File: config.mk
export PLATFORM = sky130hd
export DESIGN_NAME = can_irq_flags
export DESIGN_NICKNAME = d
export VERILOG_FILES = /design/src/rtl/can_irq_flags.sv
export SDC_FILE = /design/constraint.sdc
export NUM_CORES = 1
export LEC_CHECK = 0
export BUFFER_PORTS_ARGS = -buffer_cell sky130_fd_sc_hd__buf_4
export CORE_MARGIN = 3
export CORE_UTILIZATION = 54
export CTS_BUF_LIST = sky130_fd_sc_hd__clkbuf_8 sky130_fd_sc_hd__clkbuf_16
export CTS_CLUSTER_SIZE = 28
export DETAILED_ROUTE_END_ITERATION = 10
export PLACE_DENSITY = 0.8
export REMOVE_ABC_BUFFERS = 1
export SETUP_SLACK_MARGIN = 0.4
export SKIP_LAST_GASP = 1
export SLEW_MARGIN = 20
export SYNTH_ARGS = -nofsm -noshare
export SYNTH_HDL_FRONTEND = slang
export SYNTH_SLANG_ARGS = --single-unit
File: constraint.sdc
create_clock -name clk -period 2.1 [get_ports clk]
set_clock_uncertainty 0.1 [all_clocks]
set_input_delay 0.21 -clock clk [delete_from_list [all_inputs] [get_ports clk]]
set_output_delay 0.21 -clock clk [all_outputs]
set_load 0.02 [all_outputs]
File: src/rtl/can_irq_flags.sv
module can_irq_flags #(
  parameter int NRX   = 4,
  parameter int LVL_W = 5
) (
  input  logic             clk,
  input  logic             rst,
  input  logic [1:0]       mode,
  input  logic [2:0]       tx_empty,
  input  logic [NRX-1:0]   rx_loaded,
  input  logic [LVL_W-1:0] fifo_level,
  input  logic             msg_err,
  input  logic             err_evt,
  input  logic             sleep,
  input  logic             bus_act,
  input  logic             wr,
  input  logic [2:0]       addr,
  input  logic [7:0]       wdata,
  output logic [7:0]       rdata,
  output logic             irq,
  output logic             wake
);
  localparam logic [7:0] RXMASK = 8'((1 << NRX) - 1);
  localparam logic [7:0] FB_MASK = 8'h80 | RXMASK;
  localparam logic [7:0] GATE_MASK = 8'h07 | 8'(RXMASK << 4);

  logic [7:0] fa, fb, ena, enb, gate;
  logic [LVL_W-1:0] wm;
  logic [7:0] set_a, set_b, clr_a, clr_b;

  wire shared  = mode != 2'd0;
  wire fifo_md = mode == 2'd2;

  assign set_a[2:0] = shared ? 3'b000 : tx_empty;
  assign set_a[3]   = shared & |(tx_empty & gate[2:0]);
  assign set_a[4]   = shared & |(rx_loaded & gate[4 +: NRX]);
  assign set_a[5]   = fifo_md && (wm != '0) && (fifo_level >= wm);
  assign set_a[6]   = msg_err;
  assign set_a[7]   = sleep & bus_act;

  assign set_b = (shared ? 8'h00 : 8'(rx_loaded)) | {err_evt, 7'b0};

  assign clr_a = (wr && addr == 3'd0) ? ~wdata : 8'h00;
  assign clr_b = (wr && addr == 3'd1) ? ~wdata : 8'h00;

  always_ff @(posedge clk) begin
    if (rst) begin
      fa   <= '0;
      fb   <= '0;
      ena  <= '0;
      enb  <= '0;
      gate <= '0;
      wm   <= '0;
    end else begin
      fa <= set_a | (fa & ~clr_a);
      fb <= (set_b | (fb & ~clr_b)) & FB_MASK;
      if (wr) begin
        case (addr)
          3'd2: ena  <= wdata;
          3'd3: enb  <= wdata & FB_MASK;
          3'd4: gate <= wdata & GATE_MASK;
          3'd5: wm   <= wdata[LVL_W-1:0];
          default: ;
        endcase
      end
    end
  end

  always_comb begin
    case (addr)
      3'd0:    rdata = fa;
      3'd1:    rdata = fb;
      3'd2:    rdata = ena;
      3'd3:    rdata = enb;
      3'd4:    rdata = gate;
      3'd5:    rdata = 8'(wm);
      default: rdata = 8'h00;
    endcase
  end

  assign irq  = |(fa & ena) | |(fb & enb);
  assign wake = fa[7];
endmodule


==> Word level (Yosys, flattened, before mapping) <==
Index checks and enable logic that the tools add are counted.
{ "totals": {"reg_bits": 41} }
{ "op_classes": {"n_lt_le_gt_ge": 1, "n_eq_ne": 6, "muxes": 5, "bitwise_logic": 16, "reduce_logical": 15} }
{ "op_table": {"columns": ["cell", "count"], "rows": [
  ["case mux 8 bit (6 select lines)", 1],
  ["AND 8 bit", 4],
  ["NOT 8 bit", 3],
  ["2-to-1 mux 8 bit", 2],
  ["bitwise OR 8 bit", 2],
  ["OR reduction 8 bit", 2],
  ["bitwise OR 4 x 8 -> 8 bit", 1],
  ["AND reduction 2 bit", 4],
  ["equality test 3 x 2 -> 1 bit, second input constant", 2],
  ["equality test 3 bit, second input constant", 2],
  ["greater-or-equal comparator 5 bit", 1],
  ["nonzero test 5 bit", 1],
  ["AND 4 bit", 1],
  ["logical AND 1 bit", 4],
  ["2-to-1 mux 4 bit", 1],
  ["OR reduction 4 bit", 1],
  ["AND 1 bit", 3],
  ["AND 3 bit", 1],
  ["equality test 3 x 1 -> 1 bit, second input constant", 1],
  ["zero test 3 bit", 1],
  ["2-to-1 mux 3 bit", 1],
  ["OR reduction 3 bit", 1],
  ["equality test 2 bit, second input constant", 1],
  ["nonzero test 2 bit", 1],
  ["bitwise OR 1 bit", 1]
]} }

==> Depth between registers and ports, before layout <==
{ "logic_depth": {"ltp_word": 6, "depth_mapped": 6} }

==> Worst setup path before layout <==
No wires, ideal clock.
{ "synth_path": {"kind": "input-to-output", "from": "in addr[1]", "to": "out rdata[4]", "t_arrival_ns": 1.222, "slack_ns": 0.568, "stages": 4, "n_path_buf": 2, "path_cell_list": "buf_4 -> buf_4 -> mux2i_1 -> o32ai_1"} }
{ "synth_via": {"elab_chain_cells": 2, "elab_cells_between_ends": 7, "classes_between": "eq/ne (5); mux (1); reduce/logical (1)"} }
{ "synth_rtl": {"columns": ["element", "line", "source"], "rows": [
  ["start: declaration", "16", "input logic [2:0] addr,"],
  ["equality test 3 bit, or another cell as far along", "69", "case (addr)"],
  ["case mux 8 bit (6 select lines) (*)", "69", null],
  ["end: declaration", "18", "output logic [7:0] rdata,"]
]} }
Mark *: on every way between the ends. The rest lies on a longest branch, timed or not.

==> Worst setup path after layout <==
{ "layout_path": {"from": "reg fa[0]", "to": "out irq"} }
{ "layout_via": {"elab_chain_cells": 3} }
{ "layout_rtl": {"columns": ["element", "line", "source"], "rows": [
  ["start: declaration", "26", "logic [7:0] fa, fb, ena, enb, gate;"],
  ["start signal: assignment", "54", "fa <= set_a | (fa & ~clr_a);"],
  ["AND 8 bit", "80", "assign irq = |(fa & ena) | |(fb & enb);"],
  ["OR reduction 8 bit", "80", null],
  ["bitwise OR 1 bit", "80", null],
  ["end: declaration", "19", "output logic irq,"]
]} }
Every way passes these cells.

==> summary.txt <==
Flow run
  • # Max-Cap Violations: 0

Floorplan
  • Ports: 42
  • Die W: 66.28 µm
  • Die Y: 66.28 µm
  • Cell row count: 21
  • Core area: 3416 µm²
  • Initial Utilization: 57.44%
  • Die area: 4392 µm²

Worst setup path
  • Critical path arrival: 1.43 ns
  • CP max-delay cell: dfxtp_2
  • Critical Path RT: 1.79 ns
  • CP top delay family: compound AO/OA/AOI/OAI gates
  • Crit end category: output port
  • Startpoint types: register
  • CP Class: reg2out
  • Buf/Inv on CP: 1
  • Max stage delay on crit path: 0.33 ns
  • Critical path cell sequence: a22oi_2, nand2_1, a221oi_2, nand3_1, buf_6
  • Critical path peak fanout: 2

Cells and area
  • Cell area after layout: 2396 µm²
  • Fill count: 296
  • Post-layout net count: 307
  • Fraction of layout cells with a size suffix above 1: 27.31%
  • Ant diodes: 0
  • Layout area overhead: 22.13%
  • Most frequent cells in the layout: 43 x buf_4, 30 x nand2_1, 28 x nor2_1, 28 x dfxtp_1, 26 x mux2i_1
  • Commonest non-fill, non-tap cell in the layout: buf_4

Place
  • DP HPWL: 3.718 mm
  • Gpl congestion: 0.8551
  • Area after DPL: 2251 µm²
  • Port bufs: 41

Route
  • Via density: 5.722
  • Post-route ant nets: 0
  • Routed WL: 5.179 mm
  • Drc violations: 0
  • Vias after detailed routing: 1814
  • Drt pass-1 iters: 5
  • 1st-iter DRT viols: 173
  • Average wire per standard cell: 16.34 µm

STA
  • FMAX: 574.2 MHz
  • Fin. Hold Viols: 0
  • Final setup viols: 0
  • Fin. max-slew vios: 0
  • RSZ-0062 raised after global routing: true
  • Tcrit/Tclk final: 82.93%
  • Slew @ Worst Pin: 0.6324 ns
  • Setup tns final: 0 ns
  • Slew headroom: 57.68%
  • Period minus WS final: 1.741 ns

Logic synthesis
  • Syn avg cell area: 8.493 µm²
  • Post-synth EDFFs: 0
  • Post-synthesis sequential area ratio: 38.78%
  • Synth Cell Area: 1962 µm²
  • FFs w/ async S/R, synth: 0%
  • Top-area cell type share of the netlist area: 38.78%
  • Largest area contributor in the synthesized netlist: dfxtp_1
  • Synthesized netlist cell count: 231
  • Post-synth top flop: dfxtp_1
  • Synth warn: 0
  • Ranking of synthesized cells by area: dfxtp_1 39%, mux2i_1 14%, a21oi_1 6.4%
  • FF+latch count, synth: 38
  • Post-synth cell types: 38

Clocking
  • Clk sink count: 38
  • Root buf cell: clkbuf_8
  • CTS Buf Count: 5
  • CTS Hold Bufs: 0
  • TritonCTS clock tree: yes
  • Buffer depth of the longest clock path: 2
  • Clock latency on the worst-skew pair: 0.30 ns
  • Htree depth: 2
  • Reg clk slew, reported paths: 0.07 ns

Hold path
  • Hold Path Class: in2reg

Global route
  • Vias in the first global route: 1701
  • Overflow left after global routing: 0
  • Global-route wire length before repair: 8.369 mm
  • Initial antenna violation count: 0
  • Overall routing resource usage: 25.92%
  • Largest net degree at the start of global routing: 40

Pwr
  • Pwr/cell area: 622.6 nW/µm²
  • Lkg Pwr: 1.019 nW
  • Worst VDD drop: 0.0006184 V

Status
  • Outcome: finished, final reports clean
## worst min-delay path: stages
cell and delay (ns):
buf_4 0.11, inv_1 0.04, a21oi_1 0.05
## final timing paths
path | startpoint | endpoint | slack (ns) | cells after the start
setup / recovery | fa[0]$_SDFF_PP0_ | irq | 0.36 | 5
hold / removal | msg_err | fa[6]$_SDFF_PP0_ | 0.06 | 3
setup reg to reg | wm[0]$_SDFFE_PP0P_ | fa[5]$_SDFF_PP0_ | 0.49 | 5
hold reg to reg | ena[3]$_SDFFE_PP0P_ | ena[3]$_SDFFE_PP0P_ | 0.38 | 2
## stage by stage
stage	utilization, %	total power [mW]	setup slack, ns	hold WS (ns)	cells
after CTS	69.60	1.497	0.3647	0.04217	316
after floorplan	-	0.8650	0.5757	0.1791	219
after detailed placement	65.90	0.9861	0.4758	0.3610	306
after global placement	65.90	0.9817	0.5184	0.3471	306
final	70.15	1.492	0.3585	0.05708	317
after global routing	70.15	1.559	0.2957	0.05928	317
## cell families (layout without fill, tap and decap cells)
kind of cell	Yosys count	after routing	share of synthesized area, %
buffers and inverters	20	60	5.421
AND/OR/NAND/NOR	77	77	17.79
flip-flops	38	38	38.78
multiplexers	30	30	16.07
adder cells (fa/ha/maj)	5	5	3.189
AO/OA/AOI/OAI	61	61	18.75
## area by class of cell
cell class                 count  area (µm²)  share of cell area [%]
sequential                    38       773.2                   32.27
tap                           46       57.56                   2.402
timing repair buffer          44       334.1                   13.94
clock inverter                 2       8.758                  0.3655
multi-input combinational    173        1110                   46.32
inverter                       8       30.03                   1.253
clock buffer                   6       82.58                   3.446
## power by group
| part | switching [mW] | internal [mW] | leakage (nW) |
|---|---|---|---|
| combinational | 0.115 | 0.0995 | 0.653 |
| sequential | 0.0196 | 0.745 | 0.313 |
| clock | 0.253 | 0.260 | 0.0524 |
| total | 0.387 | 1.10 | 1.02 |
## layer usage
| layer | up-vias | track usage, % | wire length (µm) |
|---|---|---|---|
| li1 | 891 | - | - |
| met1 | 852 | 35.71 | 2297 |
| met2 | 63 | 37.79 | 2455 |
| met3 | 8 | 5.442 | 325 |
| met4 | 0 | 13.20 | 100 |
| met5 | - | 0 | 0 |
## sequential cells by signal, summed over array words and instances, names as in the netlist
signal / cells
fa: 8
wm: 5
ena: 8
enb: 5
fb: 5
gate: 7
## Yosys cell counts (3+ instances only)
library cell	count
clkbuf_1	5
dfxtp_1	38
ha_1	5
a21oi_1	25
a22oi_1	5
nand2_1	30
o21ai_0	16
nand3_1	6
mux2i_1	27
buf_4	5
nor2_1	28
inv_1	8
nand2b_1	3
## timing repair
| action | 4_1_cts | 5_1_grt |
|---|---|---|
| setup endpoints to repair | 2 | 6 |
| pin swaps | 2 | 3 |
| setup buffers | 2 | 1 |
| gates resized for setup | 7 | 9 |
No activity file was read; power rests on OpenSTA's default activity.
